--- src/rtl/cons_irq_pkg.sv ---
package cons_irq_pkg;
  localparam int SIDES = 2;
  localparam int RX = 0;
  localparam int TX = 1;

  typedef struct packed {
    logic setIe;
    logic clrIe;
    logic setDone;
    logic clrDone;
    logic fresh;
    logic ack;
    logic clrPend;
  } sideStrobe_t;
endpackage

--- src/rtl/cons_irq_ctrl.sv ---
module cons_irq_ctrl
  import cons_irq_pkg::*;
(
  input  logic wrRxCsr,
  input  logic wrTxCsr,
  input  logic wrIeBit,
  input  logic rdRxBuf,
  input  logic wrTxBuf,
  input  logic wrBootReg,
  input  logic txDonePulse,
  input  logic rxArrivePulse,
  input  logic intAck,
  input  logic ioReset,
  input  logic irqReq,
  input  logic irqSide,
  output sideStrobe_t [SIDES-1:0] strb
);
  always_comb begin
    strb = '0;
    // acknowledge routed only to the side being presented
    strb[RX].ack = intAck & irqReq & ~irqSide;
    strb[TX].ack = intAck & irqReq & irqSide;
    strb[RX].clrPend = ioReset;
    strb[TX].clrPend = ioReset;
    if (wrBootReg) begin
      // initialise write overrides every other update
      strb[RX].clrIe   = 1'b1;
      strb[TX].clrIe   = 1'b1;
      strb[RX].clrDone = 1'b1;
      strb[TX].setDone = 1'b1;
    end else begin
      strb[RX].setIe   = wrRxCsr & wrIeBit;
      strb[RX].clrIe   = wrRxCsr & ~wrIeBit;
      strb[TX].setIe   = wrTxCsr & wrIeBit;
      strb[TX].clrIe   = wrTxCsr & ~wrIeBit;
      strb[RX].setDone = rxArrivePulse;
      strb[RX].clrDone = rdRxBuf & ~rxArrivePulse;
      strb[RX].fresh   = rdRxBuf & rxArrivePulse;
      strb[TX].clrDone = wrTxBuf;
      strb[TX].setDone = txDonePulse & ~wrTxBuf;
    end
  end
endmodule

--- src/rtl/cons_irq_dp.sv ---
module cons_irq_dp
  import cons_irq_pkg::*;
#(
  parameter logic [SIDES-1:0] DONE_RST = 2'b10
) (
  input  logic clk,
  input  logic rstN,
  input  sideStrobe_t [SIDES-1:0] strb,
  output logic [SIDES-1:0] ieQ,
  output logic [SIDES-1:0] doneQ,
  output logic [SIDES-1:0] pendQ,
  output logic irqReq,
  output logic irqSide
);
  for (genvar g = 0; g < SIDES; g++) begin : gSide
    logic ie, done, pend;
    logic ieN, doneN, condNow, condNext, pendN;

    always_comb begin
      ieN      = strb[g].clrIe ? 1'b0 : (strb[g].setIe ? 1'b1 : ie);
      doneN    = strb[g].clrDone ? 1'b0 : (strb[g].setDone ? 1'b1 : done);
      condNow  = ie & done;
      condNext = ieN & doneN;
      // arm on a rising edge, hold only while the condition stays true
      pendN    = ~strb[g].clrPend & condNext &
                 (~condNow | strb[g].fresh | (pend & ~strb[g].ack));
    end

    always_ff @(posedge clk or negedge rstN) begin
      if (!rstN) begin
        ie   <= 1'b0;
        done <= DONE_RST[g];
        pend <= 1'b0;
      end else begin
        ie   <= ieN;
        done <= doneN;
        pend <= pendN;
      end
    end

    assign ieQ[g]   = ie;
    assign doneQ[g] = done;
    assign pendQ[g] = pend;

    AST_PEND_NEEDS_READY: assert property (@(posedge clk) disable iff (!rstN)
      pend |-> (ie && done));
    AST_ACK_DROPS: assert property (@(posedge clk) disable iff (!rstN)
      (strb[g].ack && !strb[g].fresh) |=> !pend);
    AST_NO_RETRIGGER: assert property (@(posedge clk) disable iff (!rstN)
      (ie && done && !pend && !strb[g].fresh && !strb[g].clrIe && !strb[g].clrDone)
        |=> !pend);
  end

  // receive is presented ahead of transmit
  assign irqReq  = |pendQ;
  assign irqSide = ~pendQ[RX];
endmodule

--- src/rtl/cons_irq_ctl.sv ---
module cons_irq_ctl
  import cons_irq_pkg::*;
#(
  parameter int LEVEL_W = 5,
  parameter logic [LEVEL_W-1:0] IRQ_LEVEL = 5'h14
) (
  input  logic clk,
  input  logic rstN,
  input  logic ioReset,
  input  logic wrRxCsr,
  input  logic wrTxCsr,
  input  logic wrIeBit,
  input  logic rdRxBuf,
  input  logic wrTxBuf,
  input  logic wrBootReg,
  input  logic txDonePulse,
  input  logic rxArrivePulse,
  input  logic intAck,
  output logic irqReq,
  output logic irqSide,
  output logic [LEVEL_W-1:0] irqLevel,
  output logic rxIe,
  output logic rxDone,
  output logic txIe,
  output logic txDone
);
  sideStrobe_t [SIDES-1:0] strb;
  logic [SIDES-1:0] ieQ, doneQ, pendQ;

  cons_irq_ctrl i_ctrl (
    .wrRxCsr(wrRxCsr), .wrTxCsr(wrTxCsr), .wrIeBit(wrIeBit),
    .rdRxBuf(rdRxBuf), .wrTxBuf(wrTxBuf), .wrBootReg(wrBootReg),
    .txDonePulse(txDonePulse), .rxArrivePulse(rxArrivePulse),
    .intAck(intAck), .ioReset(ioReset),
    .irqReq(irqReq), .irqSide(irqSide), .strb(strb)
  );

  cons_irq_dp #(.DONE_RST(2'b10)) i_dp (
    .clk(clk), .rstN(rstN), .strb(strb),
    .ieQ(ieQ), .doneQ(doneQ), .pendQ(pendQ),
    .irqReq(irqReq), .irqSide(irqSide)
  );

  assign irqLevel = irqReq ? IRQ_LEVEL : '0;
  assign rxIe   = ieQ[RX];
  assign txIe   = ieQ[TX];
  assign rxDone = doneQ[RX];
  assign txDone = doneQ[TX];

  AST_IORESET_CLEARS: assert property (@(posedge clk) disable iff (!rstN)
    ioReset |=> !irqReq);
  AST_BOOT_STATE: assert property (@(posedge clk) disable iff (!rstN)
    wrBootReg |=> (!rxIe && !txIe && txDone && !rxDone && !irqReq));
  AST_TXLOAD: assert property (@(posedge clk) disable iff (!rstN)
    (wrTxBuf && !wrBootReg) |=> (!txDone && !pendQ[TX]));
  AST_RX_FIRST: assert property (@(posedge clk) disable iff (!rstN)
    (rxIe && rxDone && !$past(rxIe && rxDone)) |-> (irqReq && !irqSide));
endmodule

--- config.mk ---
export PLATFORM = sky130hd
export DESIGN_NAME = cons_irq_ctl
export DESIGN_NICKNAME = d
export VERILOG_FILES = /design/src/rtl/cons_irq_pkg.sv /design/src/rtl/cons_irq_ctrl.sv /design/src/rtl/cons_irq_dp.sv /design/src/rtl/cons_irq_ctl.sv
export SDC_FILE = /design/constraint.sdc
export NUM_CORES = 1
export LEC_CHECK = 0
export BUFFER_PORTS_ARGS = -buffer_cell sky130_fd_sc_hd__buf_2
export CORE_AREA = 3 3 40 42
export DETAILED_ROUTE_END_ITERATION = 12
export DIE_AREA = 0 0 43 45
export PLACE_DENSITY = 0.58
export SYNTH_ARGS = -nofsm -noshare
export SYNTH_HDL_FRONTEND = slang
export SYNTH_SLANG_ARGS = --single-unit
--- constraint.sdc ---
create_clock -name clk -period 1 [get_ports clk]
set_input_delay 0.2 -clock clk [delete_from_list [all_inputs] [get_ports clk]]
set_output_delay 0.2 -clock clk [all_outputs]
set_load 0.03 [all_outputs]
Word-level counts from Yosys, hierarchy flattened
Index checks and enable logic that the tools add are counted.
- flip-flop bits (word level): 6
- latch bits: 0
- RAM bits: 0
- ROM bits: 0
- output and inout port bits: 11
- logic and storage cells: 56
- memories kept: 0
- add/sub/neg operators: 0
- multipliers: 0
- divide/modulo/power cells: 0
- $lt $le $gt $ge: 0
- equality and inequality tests: 0
- shifts and indexed selects: 0
- muxes and demuxes: 17
- bitwise logic cells: 32
- reductions and logical operators: 1
- operators with widths (cell ; count):
    $and A1 B1 Y1 ; 20
    $mux W1 ; 15
    $not A1 Y1 ; 9
    $mux W5 ; 1
    $or A1 B1 Y1 ; 3
    $mux W2 ; 1
    $reduce_or A2 Y1 ; 1

Longest topological paths before layout
Gate-level depths: netlist of the first run.
- word-level depth: 8
- gate-level depth with buffers: 3
- depth with buffers taken out: 3

Hierarchy
Synthesis of the first run repeated with hierarchy kept, for this count alone.
- cells, all modules: 56
- area, all modules: 474.2 um^2
- by module, submodules not included (module ; times used ; cells an instance ; area each (um^2) ; sequential area each (um^2)):
    cons_irq_dp ; 1 ; 30 ; 291.5 ; 151.4
    cons_irq_ctrl ; 1 ; 20 ; 141.4 ; 0.0
    cons_irq_ctl ; 1 ; 6 ; 41.3 ; 0.0

Worst setup path before layout of the first run
Ideal clock, no wire load.
- kind: reg-to-output
- start point: reg i_dp.gSide[0].pend
- end point: out irqLevel[2]
- arrival: 0.953 ns
- slack: -0.153 ns
- stages on the path, launching flop included: 3
- cell sequence: dfrtp_1 or2_1 buf_4
- longest elaborated chain between the ends: 2
- RTL lines (element ; line ; source):
    start, declared ; cons_irq_dp.sv:16 ; logic ie, done, pend;
    start signal, assigned ; cons_irq_dp.sv:37 ; pend <= pendN;
    $reduce_or A2 Y1 ; cons_irq_dp.sv:55 ; assign irqReq = |pendQ;
    net irqReq ; cons_irq_ctl.sv:19 ; output logic irqReq,
    $mux W5 ; cons_irq_ctl.sv:44 ; assign irqLevel = irqReq ? IRQ_LEVEL : '0;
    end, declared ; cons_irq_ctl.sv:21 ; output logic [LEVEL_W-1:0] irqLevel,
The timed path passes the listed nets, and every way through them passes these cells.

Worst setup path after layout of the first run
- start point: reg i_dp.gSide[1].pend
- end point: out irqLevel[4]
- longest elaborated chain between the ends: 2
- RTL lines (element ; line):
    start, declared ; cons_irq_dp.sv:16
    start signal, assigned ; cons_irq_dp.sv:37
    $reduce_or A2 Y1 ; cons_irq_dp.sv:55
    $mux W5 ; cons_irq_ctl.sv:44
Every way passes these cells.

==> results of run 1 <==
[registers in the layout (all words and copies together) (netlist names)]
| signal | count |
|---|---|
| i_dp.gSide.ie | 2 |
| i_dp.gSide.pend | 2 |
| i_dp.gSide.done | 2 |
[logic make-up (layout without fill, tap and decap cells)]
kind of cell | Yosys count | count (layout) | synth area share
AOI/OAI and AO/OA | 4 | 4 | 0.0952
buffers and inverters | 8 | 31 | 0.155
DFF | 6 | 6 | 0.480
muxes | 2 | 2 | 0.0635
other | 1 | 3 | 0.0119
and+or+nand+nor | 10 | 10 | 0.194
[power groups by stage]
| stage | Combinational [mW] | Clock, mW | Sequential, mW |
|---|---|---|---|
| global route | 0.176 | 0.273 | 0.267 |
| CTS | 0.159 | 0.264 | 0.265 |
| global placement | 0.125 | 0 | 0.269 |
| floorplan | 0.0712 | 0 | 0.288 |
| finish | 0.166 | 0.248 | 0.266 |
| detailed placement | 0.125 | 0 | 0.269 |
[repair_timing]
action	4_1_cts	5_1_grt
buffers inserted	4	0
endpoints found under the hold margin	6	0
setup endpoints to repair	8	10
hold buffers	1	0
pin swaps	2	2
resized for setup	16	3
[worst register-to-register path: stages, from the launching register on]
cell                       delay (ns)
sky130_fd_sc_hd__dfrtp_1         0.38
sky130_fd_sc_hd__buf_4           0.16
sky130_fd_sc_hd__nand2b_1        0.13
sky130_fd_sc_hd__a21oi_1         0.10
sky130_fd_sc_hd__and4bb_1        0.18
[final timing paths]
| check | start | depth (start not counted) | endpoint |
|---|---|---|---|
| min | wrTxBuf | 2 | i_dp.gSide[1].done |
| max reg2reg | i_dp.gSide[0].pend | 4 | i_dp.gSide[1].pend |
| max in group asynchronous | rstN | 2 | i_dp.gSide[1].done |
| max | i_dp.gSide[1].pend | 2 | irqLevel[4] |
| min reg2reg | i_dp.gSide[1].done | 2 | i_dp.gSide[1].done |
| min in group asynchronous | rstN | 2 | i_dp.gSide[0].done |
[layout make-up]
cell class / count / area, sq um
well taps: 15 / 18.8
multi-input cells: 19 / 140
flip-flops and latches: 6 / 151
fillers: 125 / 752
inverters: 3 / 11.3
repair buffers: 24 / 185
clock buffers: 4 / 26.3
[Yosys cell counts (all sizes together)]
library cell  number
inv                3
nor2               3
a41oi              1
nand2b             3
dfrtp              5
conb               1
mux2i              2
and4bb             1
a21oi              2
nand2              1
and3               1
dfstp              1
or2                1
o21bai             1
buf                5
[metrics by stage]
stage / setup TNS, ns / area [sq um] / power (mW) / cells / utilization
finish: -1.04 / 533 / 0.680 / 71 / 0.415
global route: -1.34 / 533 / 0.717 / 71 / 0.415
CTS: -1.03 / 514 / 0.688 / 71 / 0.400
detailed placement: -0.00140 / 402 / 0.394 / 62 / 0.313
global placement: 0 / 402 / 0.393 / 62 / 0.313
floorplan: -0.123 / 329 / 0.359 / 33 / -
[routing by layer]
| layer | routed length (microns) | vias up | track usage |
|---|---|---|---|
| li1 | - | 144 | - |
| met1 | 292 | 124 | 0.0756 |
| met2 | 373 | 20 | 0.144 |
| met3 | 104 | 3 | 0.0518 |
| met4 | 18 | 0 | 0.0723 |
| met5 | 0 | - | 0 |
==> summary by stage, run 1 <==
Run status
The flow ran to the end, but the final reports show violations. The final reports fail on negative setup slack.

Yosys
The sequential-to-total area share from yosys stat is 0.480. For this run, the number of Yosys warnings is 0. The post-synthesis cell type count is 17. After synthesis, the cell types taking the most area are sky130_fd_sc_hd__dfrtp_1 (40%), sky130_fd_sc_hd__buf_4 (12%), sky130_fd_sc_hd__dfstp_2 (8.3%), sky130_fd_sc_hd__mux2i_1 (6.3%), sky130_fd_sc_hd__nand2b_1 (6.0%). In this run the mean area of a mapped cell was between 10 and 15 sq um.

The biggest area contributor in the post-synthesis netlist is sky130_fd_sc_hd__dfrtp_1. The number of synthesized register bits is 6. The synthesized area is roughly 320 sq um. The count of mapped cells out of synthesis is 31. The area share of the largest cell type after synthesis is 0.397.

Setup path
The data arrival time of the critical path is 1.03 ns. The critical path goes through or2_4, buf_6. The total buffers and inverters traversed by the critical path is 1.

The worst setup path is captured at an output port. The worst setup path is of the reg -> out kind. The slowest cell on the critical path is sky130_fd_sc_hd__dfrtp_1. In this design, the stage delay of the slowest critical-path cell is 0.38 ns. The register-to-register path setup slack is -0.07 ns. STA classifies the critical path startpoint as a flip-flop.

The largest fanout on the critical path is 3. The kind of cell with the highest combined delay on the critical path is flip-flops. The worst endpoint required time is about 0.8 ns.

Die
The initial core utilization is 0.245. The number of ports placed on the die boundary is 23. The y dimension of the die is around 45 microns.

After floorplanning, the core was divided into 13 placement rows. In this run the horizontal extent of the chip is around 43 microns. The core region area is about 0.0013 sq mm. The area of the die is approximately 0.0019 sq mm.

Placement
Routability-driven placement finished with a final weighted congestion of a little under 0.8. At the placement stage, the worst setup path has a slack of -0.00140 ns. Port buffering added 19 buffers. The HPWL reported at the end of detailed placement is between 500 and 600 microns.

Power and ir drop
IR analysis of the VDD net gives a maximum drop of 517 uV. The switching part of the total power is 0.288. Of the total power, registers draw 0.392. For this design the ratio of total power to cell area is between 1000 and 1500 mW/mm^2. The share of total power dissipated in combinational logic is 0.244.

The share of total power in the clock network is 0.365. Internal power comes to around 0.48 mW. The analysis attributes to cell leakage a power of approximately 0.29 nW. In this run the power spent charging and discharging nets is 0.196 mW.

CTS
The clock passes through at most 2 buffers. TritonCTS built the clock tree. The insertion delay of the later-clocked pin in the worst-skew pair is 0.25 ns. The register clock-pin slew on the reported worst setup and hold paths is 0.05 ns. In this run the number of H-tree levels came out at 1.

CTS placed an instance of sky130_fd_sc_hd__clkbuf_4 at the clock tree root. The number of sinks driven by the clock tree is 6. TritonCTS created 3 clock buffers.

Routing
For this block, the routed nets add up to approximately 800 microns of wire. The first TritonRoute pass finished after 2 iterations. The number of DRC violations after detailed routing is 0.

The first routing iteration left 2 violations. The total via count in the routed design is approximately 290. Dividing the detail-routed wire length by the instance count gives about 11 microns. Once detail routing completed, the nets flagged for antenna violations numbered 0. The detailed-route vias per instance is 4.10.

Global routing
The first global-routing pass estimated 1.14 mm of wire. The total congestion overflow is 0. Entering global routing, the biggest net connects 7 pins.

The number of global-route vias before repair is between 200 and 300. The number of antenna violations at the first check in global routing came to 0. The total routing resource utilization after global routing is 0.0870.

Cells and area
The post-layout net count is 69. The top cell types in the final layout, fill and taps aside, are sky130_fd_sc_hd__buf_2 (11), sky130_fd_sc_hd__buf_6 (8), sky130_fd_sc_hd__dfrtp_1 (5). The relative area change from synthesis to final layout is 69.0%. Leaving out fill and tap cells, the most frequent cell in the layout is sky130_fd_sc_hd__buf_2. The number of antenna repair diodes is 0. Of the cells placed in the final design, the portion with a size suffix greater than 1 is 0.589.

Timing
The hold violation count in the final report is 0. The top achievable clock speed is just over 800 MHz. The tightest hold path in the finished design has a slack of approximately 0.13 ns. Subtracting the final worst setup slack from the clock period gives 1.23 ns. The setup slack after layout is -0.234 ns. In the finished design, the share of the clock period the worst path needs comes to 1.23. The final setup skew is between 0.0015 and 0.002 ns. Setup violations remaining at the end of the flow were counted as 6. The final number of max-transition violations is 0. Setup repair after global routing could not meet its margin everywhere.

Worst hold path
The path class of the tightest hold or removal check is in -> reg.

Job
Across the run, the number of max-cap violations was 0.
Note: power is estimated with default switching activity, not from simulation.
==> inputs of run 2 (changes only) <==
--- a/config.mk
+++ b/config.mk
@@ -6,10 +6,10 @@
 export NUM_CORES = 1
 export LEC_CHECK = 0
 export BUFFER_PORTS_ARGS = -buffer_cell sky130_fd_sc_hd__buf_2
-export CORE_AREA = 3 3 40 42
+export CORE_AREA = 2 2 39 41
 export DETAILED_ROUTE_END_ITERATION = 12
-export DIE_AREA = 0 0 43 45
-export PLACE_DENSITY = 0.58
+export DIE_AREA = 0 0 41 43
+export PLACE_DENSITY = 0.57
 export SYNTH_ARGS = -nofsm -noshare
 export SYNTH_HDL_FRONTEND = slang
 export SYNTH_SLANG_ARGS = --single-unit
==> constraint.sdc (replaced) <==
create_clock -name clk -period 1.4 [get_ports clk]
set_input_delay 0.14 -clock clk [delete_from_list [all_inputs] [get_ports clk]]
set_output_delay 0.14 -clock clk [all_outputs]
set_load 0.03 [all_outputs]
==> summary by stage, run 2 (synthesized netlist as in run 1, its figures left out) <==
Timing
The hold violation count in the final report was 0 (unchanged). The number of endpoints failing setup at the final stage is 0 (-6). The shortest period the worst path allows is between 1 and 1.5 ns. The sum of negative setup slack is 0 ns (+1.04 ns). The top achievable clock speed is 831 MHz. Dividing the final minimum period by the clock period gives 0.859. The worst hold margin is 0.0687 ns (-0.0570 ns). Setup repair after global routing left no endpoint under its margin. The setup slack after layout is 0.197 ns (+0.431 ns).

The final number of max-transition violations came to 0 (unchanged). The final setup skew is 0.00644 ns (+0.00447 ns).

Power and ir drop
The switching part of the total power is 0.289 (+0.00139). The share of total power in combinational logic came to 0.199 (-0.045). The leakage power figure is 0.248 nW (-14%). The share of total power in the clock network came to 0.384 (+0.019). The switching power is 0.131 mW (-33%).

The power density normalized to cell area is 1040 mW/mm^2 (-18%). The part of the total power dissipated in sequential elements is 0.417 (+0.025). The cell-internal power is 0.323 mW (-33%). The maximum VDD drop is 365 uV (-29%). The total power was 0.455 mW (-33%).

Global routing
The number of global-route vias before repair is 279 (-0.71%). The global-route wire length before repair is 1.08 mm (-5.4%). The number of antenna violations at the first check in global routing is 0 (unchanged). The total routing resource utilization after global routing is 0.0951 (+0.00819). The maximum number of pins on one net before global-route repair is 7 (unchanged). The total congestion overflow is 0 (unchanged).

Cells and area
The post-route standard cell area excluding fillers is 437 sq um (-18%). The post-layout net count is 65 (-5.8%). The largest registers in the layout are i_dp.gSide.done x2, i_dp.gSide.ie x2, i_dp.gSide.pend x2.

The most frequent standard cell in the layout excluding fill and tap cells is sky130_fd_sc_hd__buf_2. The post-route non-filler standard cell count is 68 (-4.2%). The combined flip-flop and latch cell area is 151 sq um (unchanged).

The share of layout cells above drive strength 1 is 0.481 (-0.109). The relative area change from synthesis to final layout is 38.5%. The multi-input logic area was 123 sq um (-12%).

The library cells used most frequently in the layout, excluding fill and tap cells, are sky130_fd_sc_hd__buf_2 (19), sky130_fd_sc_hd__dfrtp_1 (5). The number of antenna repair diodes was 0 (unchanged). The number of fillers in the final layout came to 157 (+26%). The final core area utilization is 0.316 (-0.0992).

Worst hold path
The type of the worst min-delay path is in -> reg.

CTS
The maximum clock path buffer count came to 2 (unchanged). The number of resized instances in the post-cts repair step is 0 (-16). The register clock-pin slew on the reported worst setup and hold paths is 0.04 ns (about the same). The number of setup buffers added after CTS is 0 (-4).

The number of sinks driven by the clock tree is 6 (unchanged). The TritonCTS clock tree is yes. The number of hold buffers added after CTS is 1 (unchanged). The insertion delay of the later-clocked pin in the worst-skew pair is 0.25 ns (about the same). The number of CTS-inserted buffers is 3 (unchanged). The cell chosen for the clock root is sky130_fd_sc_hd__clkbuf_4. The number of H-tree levels is 1 (unchanged).

Setup path
STA classifies the critical path startpoint as a flip-flop. The highest cell delay on the worst timing path was 0.39 ns (about the same). The largest individual stage delay along the critical path comes from the cell sky130_fd_sc_hd__dfrtp_1. The startpoint-to-endpoint class of the critical path is reg -> out. The largest fanout on the critical path came to 4 (+1). Walking the worst path, the cells encountered are or2_1, buf_2. The data arrival time of the critical path was 1.06 ns (+0.03 ns).

The endpoint type of the worst setup path is an output port. The worst endpoint required time is 1.26 ns (+0.46 ns). The register-to-register path setup slack is 0.37 ns (+0.44 ns).

Routing
The total via count in the routed design is 291 (unchanged). The violation count after the first detailed-routing iteration came to 10 (+8). The post-detailed-routing wire length is 712 microns (-9.6%). The number of DRC violations after detailed routing came to 0 (unchanged). The first-pass iteration count of the detailed router came to 4 (+2). The post-route antenna net violation count was 0 (unchanged). The average wire length per cell after detail routing is 10.5 microns (-5.7%). The detailed-route vias per instance came to 4.28 (+4.4%).

Die
The number of ports placed on the die boundary is 23 (unchanged). The die outline width is 41 microns (-4.7%). The area of the die was 0.00176 sq mm (-8.9%).

The standard-cell row count was 14 (+1). The y dimension of the die is 43 microns (-4.4%). The core region area was 0.00138 sq mm (+7.7%). The initial core utilization was 0.228 (-0.0175).

Placement
The placer's final routability congestion estimate came to 0.693 (-9.7%). The cell total after placement is 63 (+1.6%). The pre-CTS setup slack is 0.359 ns (+0.360 ns).

The number of buffers added on ports was 19 (unchanged). The cell area after placement is 400 sq um (-0.31%).

Job
The number of maximum-capacitance violations is 0 (unchanged).

Run status
The run finished with clean final reports.
## run 2: cell types whose count changed in the layout (fill, tap and decap cells not counted), sizes merged
cell  delta
buf      -4
## run 2: power groups by stage
stage                     logic [mW]  clock network (mW)  registers, mW
after floorplan               0.0486                   0          0.206
after global placement        0.0880                   0          0.192
after detailed placement      0.0888                   0          0.192
after CTS                     0.0911               0.182          0.190
after global routing          0.0987               0.192          0.191
final                         0.0904               0.175          0.190
## run 2: per-layer routing
| metal | routed length, microns | GRT usage | part of all wire |
|---|---|---|---|
| met5 | 0 | 0 | 0 |
| met4 | 0 | 0.0600 | 0 |
| met3 | 95 | 0.0314 | 0.13 |
| met2 | 305 | 0.144 | 0.43 |
| met1 | 310 | 0.109 | 0.44 |
## run 2: final timing paths
| check | from | endpoint | depth (start not counted) |
|---|---|---|---|
| max | i_dp.gSide[0].pend | irqLevel[2] | 2 |
| min | wrTxBuf | i_dp.gSide[1].done | 2 |
| max reg2reg | i_dp.gSide[1].done | i_dp.gSide[1].pend | 3 |
| min reg2reg | i_dp.gSide[1].done | i_dp.gSide[1].done | 2 |
| max in group asynchronous | rstN | i_dp.gSide[1].done | 2 |
| min in group asynchronous | rstN | i_dp.gSide[0].done | 2 |
## run 2: cell type report
| class | count | share of cell area |
|---|---|---|
| Sequential cell | 6 | 0.347 |
| Timing Repair Buffer | 20 | 0.241 |
| Multi-Input combinational cell | 19 | 0.281 |
| Clock buffer | 4 | 0.0602 |
| Inverter | 3 | 0.0258 |
| Tap cell | 16 | 0.0458 |
## run 2: critical path, delay by kind of cell, from the launching register on
kind,cells,cell delay (ns)
buffers and inverters,1,0.18
flip-flops,1,0.39
AND/OR/NAND/NOR,1,0.25
==> inputs of run 3 (changes only) <==
--- a/config.mk
+++ b/config.mk
@@ -9,7 +9,7 @@
 export CORE_AREA = 2 2 39 41
 export DETAILED_ROUTE_END_ITERATION = 12
 export DIE_AREA = 0 0 41 43
-export PLACE_DENSITY = 0.57
+export PLACE_DENSITY = 0.6
 export SYNTH_ARGS = -nofsm -noshare
 export SYNTH_HDL_FRONTEND = slang
 export SYNTH_SLANG_ARGS = --single-unit
==> summary by stage, run 3 (synthesized netlist as in run 1, its figures left out) <==
Run status
The flow ran to the end, and the final reports show no timing, DRC or antenna violations.

Setup path
The largest fanout on the critical path came to 4 (unchanged). The data arrival time of the critical path came to 1.08 ns (+0.02 ns). The worst setup path is captured at an output port. The reg-to-reg endpoint is i_dp.gSide[1].pend. The worst endpoint required time was 1.26 ns (about the same). The startpoint-to-endpoint class of the critical path is reg -> out. The worst register-to-register path begins at i_dp.gSide[1].done. The register-to-register path setup slack is 0.39 ns (+0.02 ns).

The worst setup path is launched from a flip-flop. The count of cells along the worst register-to-register path is 3 (unchanged).

Timing
The shortest period the worst path allows is 1.22 ns (+0.0125 ns). The final setup skew is 0.00546 ns (-0.000984 ns). The hold violation count in the final report is 0 (unchanged). The sum of negative setup slack came to 0 ns (unchanged). The top achievable clock speed is 823 MHz (-1.0%). The number of endpoints failing setup at the final stage is 0 (unchanged). The final number of max-transition violations came to 0 (unchanged). Setup repair after global routing left no endpoint under its margin. The portion of the clock cycle consumed by the worst path in the final layout is 0.868 (+0.00895).

Routing
The number of DRC violations after detailed routing came to 0 (unchanged). The violation count after the first detailed-routing iteration was 8 (-2). The total via count in the routed design is 264 (-9.3%).

The average wire length per cell after detail routing came to 9.37 microns (-11%). The detailed-route vias per instance was 3.88 (-9.3%). The first-pass iteration count of the detailed router is 4 (unchanged). The post-detailed-routing wire length was 637 microns (-11%). The post-route antenna net violation count is 0 (unchanged).

Die
The core region area is 0.00138 sq mm (unchanged). The number of ports placed on the die boundary was 23 (unchanged). The area of the die is 0.00176 sq mm (unchanged). The standard-cell row count came to 14 (unchanged). The initial core utilization is 0.228 (unchanged). The y dimension of the die was 43 microns (unchanged). The die outline width is 41 microns (unchanged).

Global routing
The global-route wire length before repair is 1.01 mm (-6.4%). The number of global-route vias before repair is 252 (-9.7%). The maximum number of pins on one net before global-route repair is 7 (unchanged). The number of antenna violations at the first check in global routing is 0 (unchanged). The total routing resource utilization after global routing was 0.0918 (-0.00332). The total congestion overflow is 0 (unchanged).

CTS
The number of CTS-inserted buffers is 3 (unchanged). The number of H-tree levels is 1 (unchanged). The insertion delay of the later-clocked pin in the worst-skew pair is 0.24 ns (about the same). In this run the clock root is driven by a sky130_fd_sc_hd__clkbuf_4. The number of sinks driven by the clock tree is 6 (unchanged). The maximum clock path buffer count is 2 (unchanged). The register clock-pin slew on the reported worst setup and hold paths is 0.05 ns (about the same). The TritonCTS clock tree is yes. The number of resized instances in the post-cts repair step is 0 (unchanged).

Worst hold path
The hold path depth is 2 (unchanged). For hold timing, the worst endpoint is i_dp.gSide[1].done. The type of the worst min-delay path is in -> reg. The critical hold path startpoint is wrTxBuf.

Cells and area
The largest registers in the layout are i_dp.gSide.done x2, i_dp.gSide.ie x2, i_dp.gSide.pend x2. The post-route non-filler standard cell count is 68 (unchanged). The number of fillers in the final layout is 151 (-3.8%). The relative area change from synthesis to final layout came to 38.5% (unchanged). The post-layout net count came to 65 (unchanged).

The top cell types in the final layout, fill and taps aside, are sky130_fd_sc_hd__buf_2 (19), sky130_fd_sc_hd__dfrtp_1 (5). The library cell used most frequently in the layout, excluding fill and tap cells, is sky130_fd_sc_hd__buf_2. The final core area utilization is 0.316 (unchanged). The share of layout cells above drive strength 1 is 0.481 (unchanged). The number of antenna repair diodes is 0 (unchanged).

Placement
The number of buffers added on ports is 19 (unchanged). The cell total after placement was 63 (unchanged). The placer's final routability congestion estimate is 0.650 (-6.2%).

Power and ir drop
The total power was 0.450 mW (-1.1%). The maximum VDD drop is 326 uV (-11%). The power density normalized to cell area is 1030 mW/mm^2 (-1.1%). The leakage power figure is 0.248 nW (unchanged).

Job
The number of maximum-capacitance violations was 0 (unchanged).
==> run 3: cell counts in the layout (fill, tap and decap cells not counted) <==
Identical to the previous run, type by type.
==> run 3: worst max-delay path, stage by stage (launching register included) <==
cell and delay (ns):
sky130_fd_sc_hd__dfrtp_1 0.40, sky130_fd_sc_hd__or2_1 0.25, sky130_fd_sc_hd__buf_2 0.18
==> run 3: worst max path at each step <==
stage / startpoint / endpoint / cells past startpoint
2_1_floorplan: i_dp.gSide[1].done / i_dp.gSide[1].pend / 3
3_3_place_gp: i_dp.gSide[1].done / i_dp.gSide[1].pend / 3
3_5_place_dp: i_dp.gSide[1].done / i_dp.gSide[1].pend / 3
4_1_cts: i_dp.gSide[0].pend / irqLevel[2] / 2
5_1_grt: i_dp.gSide[0].pend / irqLevel[4] / 2
6_report: i_dp.gSide[0].pend / irqLevel[2] / 2
==> run 3: repair_timing <==
action	in CTS	in global routing
hold buffers	1	0
setup buffers	0	0
hold endpoints to repair	6	0
==> run 3: final cells by class <==
| type | count | area [sq um] | area share |
|---|---|---|---|
| sequential | 6 | 151 | 0.347 |
| timing repair buffer | 20 | 105 | 0.241 |
| tap | 16 | 20.0 | 0.0458 |
| inverter | 3 | 11.3 | 0.0258 |
| clock buffer | 4 | 26.3 | 0.0602 |
| multi-input combinational | 19 | 123 | 0.281 |
==> run 3: stage by stage <==
stage          instance area (sq um)  hold slack, ns  setup WS, ns
6_report                         437          0.0691         0.185
5_1_grt                          437          0.0835        0.0993
4_1_cts                          437          0.0666         0.162
3_5_place_dp                     400         -0.0294         0.367
3_3_place_gp                     400         -0.0283         0.413
2_1_floorplan                    323          -0.156         0.297
==> run 3: layer usage <==
layer	GRT usage	share of wire	vias up
met2	0.103	0.40	18
met5	0	0	-
met1	0.131	0.47	113
met3	0.0471	0.13	0
li1	-	-	133
met4	0.0600	0	0
==> run 3: power breakdown <==
part / switching (mW) / total, mW / internal, mW
Combinational: 0.0574 / 0.0891 / 0.0316
Sequential: 0.00575 / 0.189 / 0.184
Clock: 0.0634 / 0.171 / 0.108
